[src/rtl/phase_sync_pkg.sv]
package phase_sync_pkg;

  typedef enum logic [2:0] {
    SQ_IDLE   = 3'd0,
    SQ_RESET  = 3'd1,
    SQ_LOAD   = 3'd2,
    SQ_UPDATE = 3'd3,
    SQ_DRAIN  = 3'd4
  } sq_state_e;

  localparam int BUS_W     = 8;
  localparam int UPD_MIN   = 2;
  localparam int RST_MIN   = 5;
  localparam int STEP_LAST = 2;
  localparam int DRAIN_LEN = 2;

endpackage

[src/rtl/phase_sync_bytesel.sv]
module phase_sync_bytesel #(
  parameter int NUM_DEV = 2,
  parameter int PHASE_W = 5,
  parameter int FREQ_W  = 32,
  parameter int DEV_W   = 1,
  parameter int BI_W    = 3
) (
  input  logic [FREQ_W-1:0]          freq,
  input  logic [NUM_DEV*PHASE_W-1:0] phases,
  input  logic [DEV_W-1:0]           dev_idx,
  input  logic [BI_W-1:0]            byte_idx,
  output logic [7:0]                 byte_out
);
  localparam int FREQ_BYTES = FREQ_W / 8;
  localparam int NBYTES     = FREQ_BYTES + 1;

  logic [PHASE_W-1:0] ph_arr [NUM_DEV];
  logic [7:0]         lane   [NBYTES];

  for (genvar g = 0; g < NUM_DEV; g++) begin : g_ph
    assign ph_arr[g] = phases[g*PHASE_W +: PHASE_W];
  end

  assign lane[0] = {ph_arr[dev_idx], {(8-PHASE_W){1'b0}}};

  for (genvar k = 0; k < FREQ_BYTES; k++) begin : g_fb
    assign lane[k+1] = freq[FREQ_W-1-8*k -: 8];
  end

  assign byte_out = lane[byte_idx];

endmodule

[src/rtl/phase_sync_loader.sv]
module phase_sync_loader
  import phase_sync_pkg::*;
#(
  parameter int NUM_DEV = 2,
  parameter int BYTES   = 5,
  parameter int DEV_W   = 1,
  parameter int BI_W    = 3
) (
  input  logic             clk,
  input  logic             rst_n,
  input  logic             start,
  output logic             active,
  output logic [DEV_W-1:0] dev_idx,
  output logic [BI_W-1:0]  byte_idx,
  output logic             strobe,
  output logic             finish
);
  logic             act_q, act_d;
  logic [DEV_W-1:0] dev_q, dev_d;
  logic [BI_W-1:0]  byt_q, byt_d;
  logic [1:0]       stp_q, stp_d;
  logic             last_byte, last_dev, last_step;

  assign last_byte = (byt_q == BI_W'(BYTES-1));
  assign last_dev  = (dev_q == DEV_W'(NUM_DEV-1));
  assign last_step = (stp_q == 2'(STEP_LAST));

  always_comb begin
    act_d = act_q;
    dev_d = dev_q;
    byt_d = byt_q;
    stp_d = stp_q;
    if (start) begin
      act_d = 1'b1;
      dev_d = '0;
      byt_d = '0;
      stp_d = '0;
    end else if (act_q) begin
      if (last_step) begin
        stp_d = '0;
        if (last_byte) begin
          byt_d = '0;
          if (last_dev) act_d = 1'b0;
          else          dev_d = dev_q + DEV_W'(1);
        end else begin
          byt_d = byt_q + BI_W'(1);
        end
      end else begin
        stp_d = stp_q + 2'd1;
      end
    end
  end

  always_ff @(posedge clk or negedge rst_n) begin
    if (!rst_n) begin
      act_q <= 1'b0;
      dev_q <= '0;
      byt_q <= '0;
      stp_q <= '0;
    end else begin
      act_q <= act_d;
      dev_q <= dev_d;
      byt_q <= byt_d;
      stp_q <= stp_d;
    end
  end

  assign active   = act_q;
  assign dev_idx  = dev_q;
  assign byte_idx = byt_q;
  assign strobe   = act_q && (stp_q == 2'd1);
  assign finish   = act_q && last_step && last_byte && last_dev;

endmodule

[src/rtl/phase_sync_upd_reg.sv]
module phase_sync_upd_reg (
  input  logic clk,
  input  logic rst_n,
  input  logic en,
  input  logic d,
  output logic q
);
  always_ff @(posedge clk or negedge rst_n) begin
    if (!rst_n)  q <= 1'b0;
    else if (en) q <= d;
  end
endmodule

[src/rtl/phase_sync_seq.sv]
module phase_sync_seq
  import phase_sync_pkg::*;
#(
  parameter int NUM_DEV = 2,
  parameter int PHASE_W = 5,
  parameter int FREQ_W  = 32,
  parameter int LEN_W   = 8,
  parameter int RST_CYC = 5
) (
  input  logic                       clk,
  input  logic                       rst_n,
  input  logic                       req,
  input  logic [FREQ_W-1:0]          freq_word,
  input  logic [NUM_DEV*PHASE_W-1:0] phase_codes,
  input  logic [LEN_W-1:0]           upd_len,
  output logic                       busy,
  output logic                       done,
  output logic                       dds_reset,
  output logic [BUS_W-1:0]           dds_data,
  output logic [NUM_DEV-1:0]         dds_wclk,
  output logic                       dds_update
);
  localparam int BYTES_PER_DEV = FREQ_W / 8 + 1;
  localparam int DEV_W   = (NUM_DEV > 1) ? $clog2(NUM_DEV) : 1;
  localparam int BI_W    = $clog2(BYTES_PER_DEV);
  localparam int RST_LEN = (RST_CYC < RST_MIN) ? RST_MIN : RST_CYC;
  localparam int LEN_MAX = (1 << LEN_W) - 1;
  localparam int CNT_MAX = (RST_LEN > LEN_MAX) ? RST_LEN : LEN_MAX;
  localparam int CNT_W   = $clog2(CNT_MAX + 1);

  // reset: asserted asynchronously, released on the clock
  logic rs_meta, rs_n;
  always_ff @(posedge clk or negedge rst_n) begin
    if (!rst_n) begin
      rs_meta <= 1'b0;
      rs_n    <= 1'b0;
    end else begin
      rs_meta <= 1'b1;
      rs_n    <= rs_meta;
    end
  end

  sq_state_e                  state_q, state_d;
  logic [CNT_W-1:0]           cnt_q, cnt_d, cnt_inc;
  logic                       accept, ld_start, done_nx;
  logic [FREQ_W-1:0]          freq_q;
  logic [NUM_DEV*PHASE_W-1:0] phase_q;
  logic [LEN_W-1:0]           len_q;

  logic                       ld_active, ld_strobe, ld_finish;
  logic [DEV_W-1:0]           ld_dev;
  logic [BI_W-1:0]            ld_byte;
  logic [BUS_W-1:0]           sel_byte;
  logic [NUM_DEV-1:0]         wclk_nx;

  logic                       rst_q, upd_raw_q, done_q;
  logic [BUS_W-1:0]           data_q;
  logic [NUM_DEV-1:0]         wclk_q;

  assign cnt_inc = cnt_q + CNT_W'(1);

  always_comb begin
    state_d  = state_q;
    cnt_d    = cnt_q;
    accept   = 1'b0;
    ld_start = 1'b0;
    done_nx  = 1'b0;
    case (state_q)
      SQ_IDLE: begin
        if (req) begin
          accept  = 1'b1;
          state_d = SQ_RESET;
          cnt_d   = '0;
        end
      end
      SQ_RESET: begin
        if (cnt_inc == CNT_W'(RST_LEN)) begin
          state_d  = SQ_LOAD;
          ld_start = 1'b1;
          cnt_d    = '0;
        end else begin
          cnt_d = cnt_inc;
        end
      end
      SQ_LOAD: begin
        if (ld_finish) begin
          state_d = SQ_UPDATE;
          cnt_d   = '0;
        end
      end
      SQ_UPDATE: begin
        if (cnt_inc == CNT_W'(len_q)) begin
          state_d = SQ_DRAIN;
          cnt_d   = '0;
        end else begin
          cnt_d = cnt_inc;
        end
      end
      SQ_DRAIN: begin
        if (cnt_inc == CNT_W'(DRAIN_LEN)) begin
          state_d = SQ_IDLE;
          done_nx = 1'b1;
          cnt_d   = '0;
        end else begin
          cnt_d = cnt_inc;
        end
      end
      default: begin
        state_d = SQ_IDLE;
        cnt_d   = '0;
      end
    endcase
  end

  always_ff @(posedge clk or negedge rs_n) begin
    if (!rs_n) begin
      state_q <= SQ_IDLE;
      cnt_q   <= '0;
    end else begin
      state_q <= state_d;
      cnt_q   <= cnt_d;
    end
  end

  always_ff @(posedge clk or negedge rs_n) begin
    if (!rs_n) begin
      freq_q  <= '0;
      phase_q <= '0;
      len_q   <= LEN_W'(UPD_MIN);
    end else if (accept) begin
      freq_q  <= freq_word;
      phase_q <= phase_codes;
      len_q   <= (upd_len < LEN_W'(UPD_MIN)) ? LEN_W'(UPD_MIN) : upd_len;
    end
  end

  phase_sync_loader #(
    .NUM_DEV (NUM_DEV),
    .BYTES   (BYTES_PER_DEV),
    .DEV_W   (DEV_W),
    .BI_W    (BI_W)
  ) u_loader (
    .clk      (clk),
    .rst_n    (rs_n),
    .start    (ld_start),
    .active   (ld_active),
    .dev_idx  (ld_dev),
    .byte_idx (ld_byte),
    .strobe   (ld_strobe),
    .finish   (ld_finish)
  );

  phase_sync_bytesel #(
    .NUM_DEV (NUM_DEV),
    .PHASE_W (PHASE_W),
    .FREQ_W  (FREQ_W),
    .DEV_W   (DEV_W),
    .BI_W    (BI_W)
  ) u_bytesel (
    .freq     (freq_q),
    .phases   (phase_q),
    .dev_idx  (ld_dev),
    .byte_idx (ld_byte),
    .byte_out (sel_byte)
  );

  for (genvar g = 0; g < NUM_DEV; g++) begin : g_wclk
    assign wclk_nx[g] = ld_strobe && (ld_dev == DEV_W'(g));
  end

  // output register stage: equal latency on every device pin
  always_ff @(posedge clk or negedge rs_n) begin
    if (!rs_n) begin
      rst_q     <= 1'b0;
      wclk_q    <= '0;
      upd_raw_q <= 1'b0;
      done_q    <= 1'b0;
      data_q    <= '0;
    end else begin
      rst_q     <= (state_q == SQ_RESET);
      wclk_q    <= wclk_nx;
      upd_raw_q <= (state_q == SQ_UPDATE);
      done_q    <= done_nx;
      if (ld_active) data_q <= sel_byte;
    end
  end

  // final re-registration of the common update strobe
  phase_sync_upd_reg u_upd_reg (
    .clk   (clk),
    .rst_n (rs_n),
    .en    (1'b1),
    .d     (upd_raw_q),
    .q     (dds_update)
  );

  assign busy      = (state_q != SQ_IDLE);
  assign done      = done_q;
  assign dds_reset = rst_q;
  assign dds_data  = data_q;
  assign dds_wclk  = wclk_q;

endmodule

[config.mk]
export PLATFORM = sky130hd
export DESIGN_NAME = phase_sync_seq
export DESIGN_NICKNAME = d
export VERILOG_FILES = /design/src/rtl/phase_sync_pkg.sv /design/src/rtl/phase_sync_bytesel.sv /design/src/rtl/phase_sync_loader.sv /design/src/rtl/phase_sync_upd_reg.sv /design/src/rtl/phase_sync_seq.sv
export SDC_FILE = /design/constraint.sdc
export NUM_CORES = 1
export LEC_CHECK = 0
export BUFFER_PORTS_ARGS = -buffer_cell sky130_fd_sc_hd__buf_4
export CAP_MARGIN = 20
export CORE_MARGIN = 2
export CORE_UTILIZATION = 30
export CTS_CLUSTER_SIZE = 10
export DETAILED_ROUTE_END_ITERATION = 8
export PLACE_DENSITY_LB_ADDON = 0.05
export SLEW_MARGIN = 0
export SYNTH_ARGS = -nofsm -noshare
export SYNTH_HDL_FRONTEND = slang
export SYNTH_SLANG_ARGS = --single-unit
[constraint.sdc]
create_clock -name clk -period 6.65 [get_ports clk]
set_input_delay 0.665 -clock clk [delete_from_list [all_inputs] [get_ports clk]]
set_output_delay 0.665 -clock clk [all_outputs]
set_load 0.02 [all_outputs]
# --- Yosys cells after proc, flatten, opt, wreduce, memory -nomap -nowiden ---
# Index checks and enable logic that the tools add are counted.
classes:
  n_lt_le_gt_ge: 3
  n_bitwise: 3
  n_reduce_logical: 15
  n_mux: 42
  n_eq_ne: 15
  add_sub_neg: 4
op_table:
  columns: ["op", "count"]
  rows:
  - ["$mux 8", 8]
  - ["$pmux 8 s5", 1]
  - ["$mux 3", 9]
  - ["$bmux 8 s3", 1]
  - ["$mux 1", 16]
  - ["$mux 5", 3]
  - ["$pmux 3 s5", 1]
  - ["$ne 2x2->1 const B", 5]
  - ["$add 8x1->8 const B", 1]
  - ["$eq 8x2->1 const B", 1]
  - ["$eq 8x3->1 const B", 1]
  - ["$eq 8x8->1", 1]
  - ["$lt 8x2->1 const B", 1]
  - ["$eq 3x2->1 const B", 2]
  - ["$eq 3x3->1 const B", 2]
  - ["$logic_and 1x1->1", 6]
  - ["$mux 2", 3]
  - ["$reduce_bool 2->1", 3]
  - ["$reduce_and 5->1", 1]
  - ["$ge 4x4->1 const B", 1]
  - ["$not 3->4", 1]
  - ["$reduce_and 2->1", 2]
  - ["$add 3x1->3 const B", 1]
  - ["$eq 3x1->1 const B", 1]
  - ["10 further kinds", 10]
word_totals:
  ff_bits: 84
  input_bits: 53

# --- Logic depth before layout (Yosys ltp) ---
# Gate-level depths: netlist of the first run.
depth:
  depth_word: 7
  ltp_mapped: 9

# --- By module ---
# From an unflattened synthesis of the first run, not the netlist that was laid out.
unflattened:
  hier_cells: 357
  area_unflattened_um2: 4275.4
modules_own_cells:
  columns: ["module", "instances", "seq_area_each_um2", "cells_each", "area_each_um2"]
  rows:
  - ["phase_sync_seq", 1, 1903.1, 268, 3453.3]
  - ["phase_sync_bytesel", 1, 0.0, 52, 419.2]
  - ["phase_sync_loader", 1, 175.2, 35, 362.8]
  - ["phase_sync_upd_reg", 1, 25.0, 2, 40.0]

# --- Worst setup path after synthesis of the first run ---
# No wires, ideal clock.
synth_path:
  path_kind: "flip-flop to flip-flop"
  from: "register cnt_q[0]"
  to: "register cnt_q[2]"
  stages_incl_launch_ff: 10
  required_time_ns: 6.530
  slack_ns: 4.295
  path_buffers: 2
  setup_time_ns: 0.120
  arrival_time_ns: 2.235
  period_less_slack_ns: 2.355
  cell_sequence: "dfrtp_1 ha_1 buf_4 nand3_1 or3_1 a221o_1 nor4b_2 buf_4 o221ai_2 and3b_1"
synth_via:
  elab_chain_cells: 4
  word_cells_on_any_way: 8
  cone_classes: "add/sub: 1; eq/ne: 3; mux: 4"
synth_lines:
  columns: ["item", "line_no", "text"]
  rows:
  - ["start: declaration", "phase_sync_seq.sv:44", "logic [CNT_W-1:0] cnt_q, cnt_d, cnt_inc;"]
  - ["start signal: assignment", "phase_sync_seq.sv:121", "cnt_q <= cnt_d;"]
  - ["$add 8x1->8 *", "phase_sync_seq.sv:60", "assign cnt_inc = cnt_q + CNT_W'(1);"]
  - ["$eq 8x2->1, or another cell as far along", "phase_sync_seq.sv:100", "if (cnt_inc == CNT_W'(DRAIN_LEN)) begin"]
  - ["$mux 8, on equally long branches", "phase_sync_seq.sv:100, phase_sync_seq.sv:77, phase_sync_seq.sv:92", null]
  - ["$pmux 8 s5 *", "phase_sync_seq.sv:68", "case (state_q)"]
# Mark *: on every way between the ends. The rest lies on a longest branch, timed or not.
# A chain may end at the register's enable or synchronous reset.

# --- Final worst setup path of the first run ---
layout_path:
  from: "register cnt_q[0]"
  to: "register cnt_q[0]"
# The elaborated chain is that of the path after synthesis.

==> metrics.md, run 1 <==
| Metric | Value |
|---|---|
| Psw | 0.000841 W |
| Max_cap viols | 0 |
| DR WL/cell | 16.1 um |
| Total vias in the final route | 2,809 |
| Crit-path cells | ha_1, nand3_1, or3_1, a221o_1, nor4b_2, o21ai_0, mux2_2 |
| First-pass GRT wire length | 15.3 mm |
| Critical path class | reg -> reg |
| Final hold violations | 0 |
| Most common cell in the netlist | dfrtp_1 |
| CTS Buffer Depth | 2 |
| Synth Register Bits | 84 |
| Vias in the first global route | 2,721 |
| Required @ worst endpoint | 6.88 ns |
| Antenna diodes | 0 |
| Gr ovfl total | 0 |
| Clk pin slew, worst setup/hold paths | 0.06 ns |
| Initial DRC Count | 155 |
| Slew @ Worst Pin | 0.984 ns |
| Vias per inst | 4.80 |
| Pins Over Slew Limit | 0 |
| 1st-pass router iterations | 4 |
| Crit share post-route | 51.8% |
| Fmax achieved | 0.290 GHz |
| Final #Nets | 463 |
| Yosys warns | 0 |
| Seq/Total Area, Yosys | 51.7% |
| Buffers on Ports | 66 |
| CP max FO | 11 |
| Initial core utilization | 30.7% |
| Post-placement cell area | 0.00472 mm^2 |
| PostCTS Resize Cnt | 0 |
| Worst path max stage delay | 0.82 ns |
| List of most frequent post-synthesis cells | dfrtp_1, mux2_2, nor2_1 |
| DRC Markers | 0 |
| Die width | 120 um |
| CTS tree | done |
| Num CTS Buffers | 9 |
| Die height | 120 um |
| Final worst slack | 3.20 ns |
| H-tree depth | 3 |
| Count of cell types in the netlist | 59 |
| Worst setup SP type | flop |
| DP HPWL | 6.67 mm |
| Final ANT Viol Nets | 0 |
| Sink Count | 84 |
| Combinational share of power | 37.4% |
| Clock root cell | clkbuf_16 |
| Flop2flop setup slack | 3.20 ns |
| Post-synth net total | 404 |
| Row count | 42 |
| R2r endpoint | cnt_q[0] |
| Leading area contributor after synthesis | dfrtp_1 |
| Sw Share | 35.5% |
| Slew HR | 34.2% |
| Routability cong. | 0.813 |
| Clock power share | 21.1% |
| Top Ports | 67 |
| EDFF count, synth | 0 |
| Worst path arrival time | 3.67 ns |
| Syn_area_per_cell | 11.8 um^2 |
| Critical path depth | 7 |
| Layout cell share with drive strength beyond 1 | 36.7% |
| Final setup TNS | 0 ns |
| Worst r2r path cells | 7 |
| RSZ-0062 raised after global routing | no |
| CORE AREA | 0.0132 mm^2 |
| Postcts setup bufs | 0 |
| Status | finished, final reports clean |
| Initial antenna violation count | 0 |
| CP Capture Point | cnt_q[0] |
| Largest delay share family, worst path | simple AND/OR/NAND/NOR gates |
| Top-area cell type share of the netlist area | 51.0% |
| Crit path from | cnt_q[0] |
| Cell area after layout | 0.00501 mm^2 |
| Number of setup violations in the final report | 0 |
| Clk_lat worst skew | 0.34 ns |
| Asr flop ratio synth | 100% |
| Post-CTS Hold Fix Bufs | 0 |
| Critical R2R Launch | cnt_q[0] |
| DP Worst Slack | 3.18 ns |
| Worst hold margin | 0.0918 ns |
| Clk_skew | 0.00635 ns |
| Hold WC Path Type | in -> async |
| Min Tclk post-route | 3.45 ns |
| Slowest-stage cell, CP | nor4b_2 |
| Leakage power | 2.17 nW |
| P_int | 0.00153 W |
| VDD IR-drop max | 0.000175 V |
| Pwr dens | 473 mW/mm^2 |
| Syn Std Cell Area | 0.00407 mm^2 |
| Bufs and invs on worst path | 0 |
| Commonest register cell after synthesis | dfrtp_1 |
| Die ar. | 0.0145 mm^2 |
| Total GRT Usage | 13.9% |
| Final wirelength | 9.43 mm |
| Largest net degree at the start of global routing | 57 |
| Post-Synthesis Cells | 346 |
| Top post-synthesis cells by area | dfrtp_1, mux2_2, nor2_1 |
| Area Overhead vs Synth | 23.2% |
| Flop pwr share | 41.5% |
| Final Util | 37.8% |
| Critical path capture point type | flop |
[layout make-up]
type / instances / area [um^2]
Multi-Input combinational cell: 229 / 1830
Clock buffer: 10 / 239
Timing Repair Buffer: 69 / 518
Inverter: 12 / 45.0
Sequential cell: 84 / 2110
Fill cell: 1347 / 8230
Tap cell: 176 / 220
Clock inverter: 5 / 52.6
[per-layer routing]
metal | part of all wire [%] | vias to the layer above | track usage (%)
li1 | - | 1380 | -
met4 | 1.2 | 0 | 4.00
met5 | 0 | - | 0
met3 | 5.1 | 8 | 4.81
met1 | 52 | 1363 | 21.3
met2 | 42 | 58 | 18.3
[power by group through the flow]
stage | clock network (W) | registers, W | logic, W
6_report | 0.000500 | 0.000983 | 0.000887
5_1_grt | 0.000541 | 0.00103 | 0.000984
4_1_cts | 0.000519 | 0.000989 | 0.000897
3_5_place_dp | 0 | 0.000998 | 0.000893
3_3_place_gp | 0 | 0.000993 | 0.000883
2_1_floorplan | 0 | 0.000914 | 0.000712
[worst min-delay path by stage]
stage               cells after the start       end
floorplan                               0      rs_n
global placement                        0  len_q[5]
detailed placement                      0  len_q[7]
CTS                                     1      rs_n
global route                            1      rs_n
finish                                  1      rs_n
[state kept, by name, indices dropped and copies added, names as in the netlist]
| register | count |
|---|---|
| u_loader.active | 1 |
| len_q | 8 |
| u_loader.dev_idx | 1 |
| cnt_q | 8 |
| rs_meta | 1 |
| done | 1 |
| dds_wclk | 2 |
| u_loader.stp_q | 2 |
| state_q | 3 |
| phase_q | 10 |
| upd_raw_q | 1 |
| freq_q | 32 |
| rs_n | 1 |
| u_loader.byte_idx | 3 |
| u_upd_reg.q | 1 |
| dds_data | 8 |
| dds_reset | 1 |
[stage by stage]
step / total power (W) / cells
6_report: 0.00237 / 585
5_1_grt: 0.00255 / 585
4_1_cts: 0.00241 / 585
3_5_place_dp: 0.00189 / 570
3_3_place_gp: 0.00188 / 570
2_1_floorplan: 0.00163 / 346
[cell usage in the layout (no fill, tap or decap), drive strengths merged, types with 2 or more instances in the layout]
cell / netlist / routed
o22ai: 2 / 2
ha: 5 / 5
and3: 5 / 5
and2: 2 / 2
nor3: 6 / 6
a211oi: 2 / 2
nand4: 2 / 2
a31oi: 2 / 2
a21oi: 15 / 15
o21a: 3 / 3
nand2: 10 / 10
xor2: 5 / 5
or3: 5 / 5
nand3: 9 / 9
nor4: 3 / 3
o311ai: 3 / 3
o21ai: 5 / 5
mux2: 54 / 54
buf: 7 / 69
dfrtp: 83 / 83
inv: 10 / 10
nor2: 37 / 37
nor3b: 2 / 2
mux4: 5 / 5
nand3b: 2 / 2
a221oi: 5 / 5
o31ai: 2 / 2
clkinv: 2 / 5
xnor2: 8 / 8
o41ai: 2 / 2
a311oi: 3 / 3
mux2i: 3 / 3
clkbuf: 14 / 10
[cell families after synthesis]
logic type,Yosys count,synth area share [%]
simple gates,89,11.0
flops,84,51.7
mux,62,18.5
compound gates,58,10.4
buf+inv,33,3.51
xor+xnor,14,3.38
fa+ha+maj,5,1.54
other cells,1,0.0922
Note: power is estimated with default switching activity, not from simulation.
==> run 2, diff against run 1 <==
==> constraint.sdc (replaced) <==
create_clock -name clk -period 3.42 [get_ports clk]
set_input_delay 0.342 -clock clk [delete_from_list [all_inputs] [get_ports clk]]
set_output_delay 0.342 -clock clk [all_outputs]
set_load 0.02 [all_outputs]
==> metrics.md, run 2 (synthesis results as in run 1) <==
| Metric | Value |
|---|---|
| Status | finished, final reports clean |
| Final hold violations | 0 |
| Worst path max stage delay | 0.45 ns |
| Max_cap viols | 0 |
| Number of setup violations in the final report | 0 |
| Final Util | 38.2% |
| 1st-pass router iterations | 6 |
| Hold WC Path Type | in -> reg |
| Vias per inst | 4.90 |
| Required @ worst endpoint | 3.65 ns |
| Area Overhead vs Synth | 24.2% |
| Worst setup SP type | flop |
| Commonest cells after routing, fill and taps aside | dfrtp_1, buf_4, mux2_2 |
| Clock root cell | clkbuf_16 |
| VDD IR-drop max | 0.000322 V |
| Crit share post-route | 80.9% |
| Die width | 120 um |
| H-tree depth | 3 |
| Sink Count | 84 |
| DP HPWL | 6.75 mm |
| Min Tclk post-route | 2.77 ns |
| Layout cell share with drive strength beyond 1 | 36.7% |
| CP max FO | 10 |
| CORE AREA | 0.0132 mm^2 |
| Final wirelength | 9.58 mm |
| Commonest non-fill, non-tap cell in the layout | dfrtp_1 |
| DRC Markers | 0 |
| Die ar. | 0.0145 mm^2 |
| Final worst slack | 0.655 ns |
| Num CTS Buffers | 9 |
| RSZ-0062 raised after global routing | no |
| Post-Place Cells | 571 |
| Leakage power | 2.19 nW |
| Vias in the first global route | 2,948 |
| Largest net degree at the start of global routing | 66 |
| Final #Nets | 465 |
| Slowest-stage cell, CP | dfrtp_1 |
| DR WL/cell | 16.3 um |
| Final std cells w/o fill | 588 |
| Crit-path cells | ha_1, nand3_1, or3_1, a221o_1, nor4b_2, buf_4, o311ai_0, o21a_1 |
| Postcts setup bufs | 0 |
| Total vias in the final route | 2,880 |
| DP Worst Slack | 0.656 ns |
| Critical path class | reg -> reg |
| Die height | 120 um |
| Filler instances | 1,325 |
| Regs by FF count | freq_q (32), phase_q (10) |
| Fmax achieved | 0.362 GHz |
| Initial DRC Count | 161 |
| Total GRT Usage | 14.2% |
| Final setup TNS | 0 ns |
| Pins Over Slew Limit | 0 |
| Slew @ Worst Pin | 0.934 ns |
| Pwr dens | 917 mW/mm^2 |
| Reg with most FFs | freq_q |
| Worst path arrival time | 2.99 ns |
| Final ANT Viol Nets | 0 |
| Buffers on Ports | 66 |
| Clk pin slew, worst setup/hold paths | 0.06 ns |
| Clk_lat worst skew | 0.34 ns |
| Critical path capture point type | flop |
| Initial core utilization | 30.7% |
| CTS Buffer Depth | 2 |
| Initial antenna violation count | 0 |
| Bufs and invs on worst path | 1 |
| Largest delay share family, worst path | simple AND/OR/NAND/NOR gates |
| Antenna diodes | 0 |
| Top Ports | 67 |
| CTS tree | done |
| Row count | 42 |
| Routability cong. | 0.788 |
| Clk_skew | 0.00545 ns |
| Max reg flops | 32 |
| Flop2flop setup slack | 0.65 ns |
| PostCTS Resize Cnt | 0 |
| First-pass GRT wire length | 15.8 mm |
| Slew HR | 37.2% |
| Gr ovfl total | 0 |
-- run 2: changes by cell type in the layout (fill, tap and decap cells not counted) --
cell,before,now
clkinv_4,0,3
clkinv_2,3,1
buf_12,0,1
clkbuf_1,0,1
clkinvlp_4,1,0
dlygate4sd3_1,0,1
-- run 2: what timing repair did --
action                                 4_1_cts  5_1_grt
setup endpoints to repair                    0        0
hold buffers                                 1        0
endpoints found under the hold margin        2        0
-- run 2: final timing paths --
check / from / end / cells after the start
min: phase_codes[2] / phase_q[2] / 2
max in group asynchronous: rs_n / cnt_q[6] / 1
max reg2reg: cnt_q[0] / cnt_q[3] / 8
min reg2reg: rs_meta / rs_n / 0
min in group asynchronous: rst_n / rs_n / 2
max: cnt_q[0] / cnt_q[3] / 8
-- run 2: layer usage --
layer  global-route usage, %  part of all wire, %  vias up
li1                        -                    -     1391
met5                       0                    0        -
met2                    19.7                   43       56
met1                    21.0                   50     1424
met4                    6.18                  1.5        0
met3                    3.07                  4.6        9
-- run 2: layout make-up --
type	count	area, um^2	share of cell area [%]
inverter	12	45.0	0.891
sequential	84	2110	41.7
clock buffer	11	243	4.80
tap	176	220	4.36
timing repair buffer	71	548	10.8
clock inverter	5	61.3	1.21
multi-input combinational	229	1830	36.2
-- run 2: metrics by stage --
step	power [W]	area (um^2)	hold slack [ns]
floorplan	0.00316	4070	0.0464
global placement	0.00367	4740	0.124
detailed placement	0.00369	4740	0.126
CTS	0.00472	5050	0.213
global route	0.00502	5050	0.214
finish	0.00463	5050	0.229
-- run 2: worst register-to-register path, cell delays in order (launching register included) --
cell and delay, ns:
dfrtp_1 0.45, ha_1 0.40, nand3_1 0.25, or3_1 0.41
a221o_1 0.36, nor4b_2 0.25, buf_4 0.23, o311ai_0 0.15
o21a_1 0.15
-- run 2: power by group --
| part | internal, W | switching [W] |
|---|---|---|
| clock network | 0.000589 | 0.000408 |
| logic | 0.000933 | 0.000781 |
| registers | 0.00147 | 0.000458 |
| total | 0.00299 | 0.00165 |
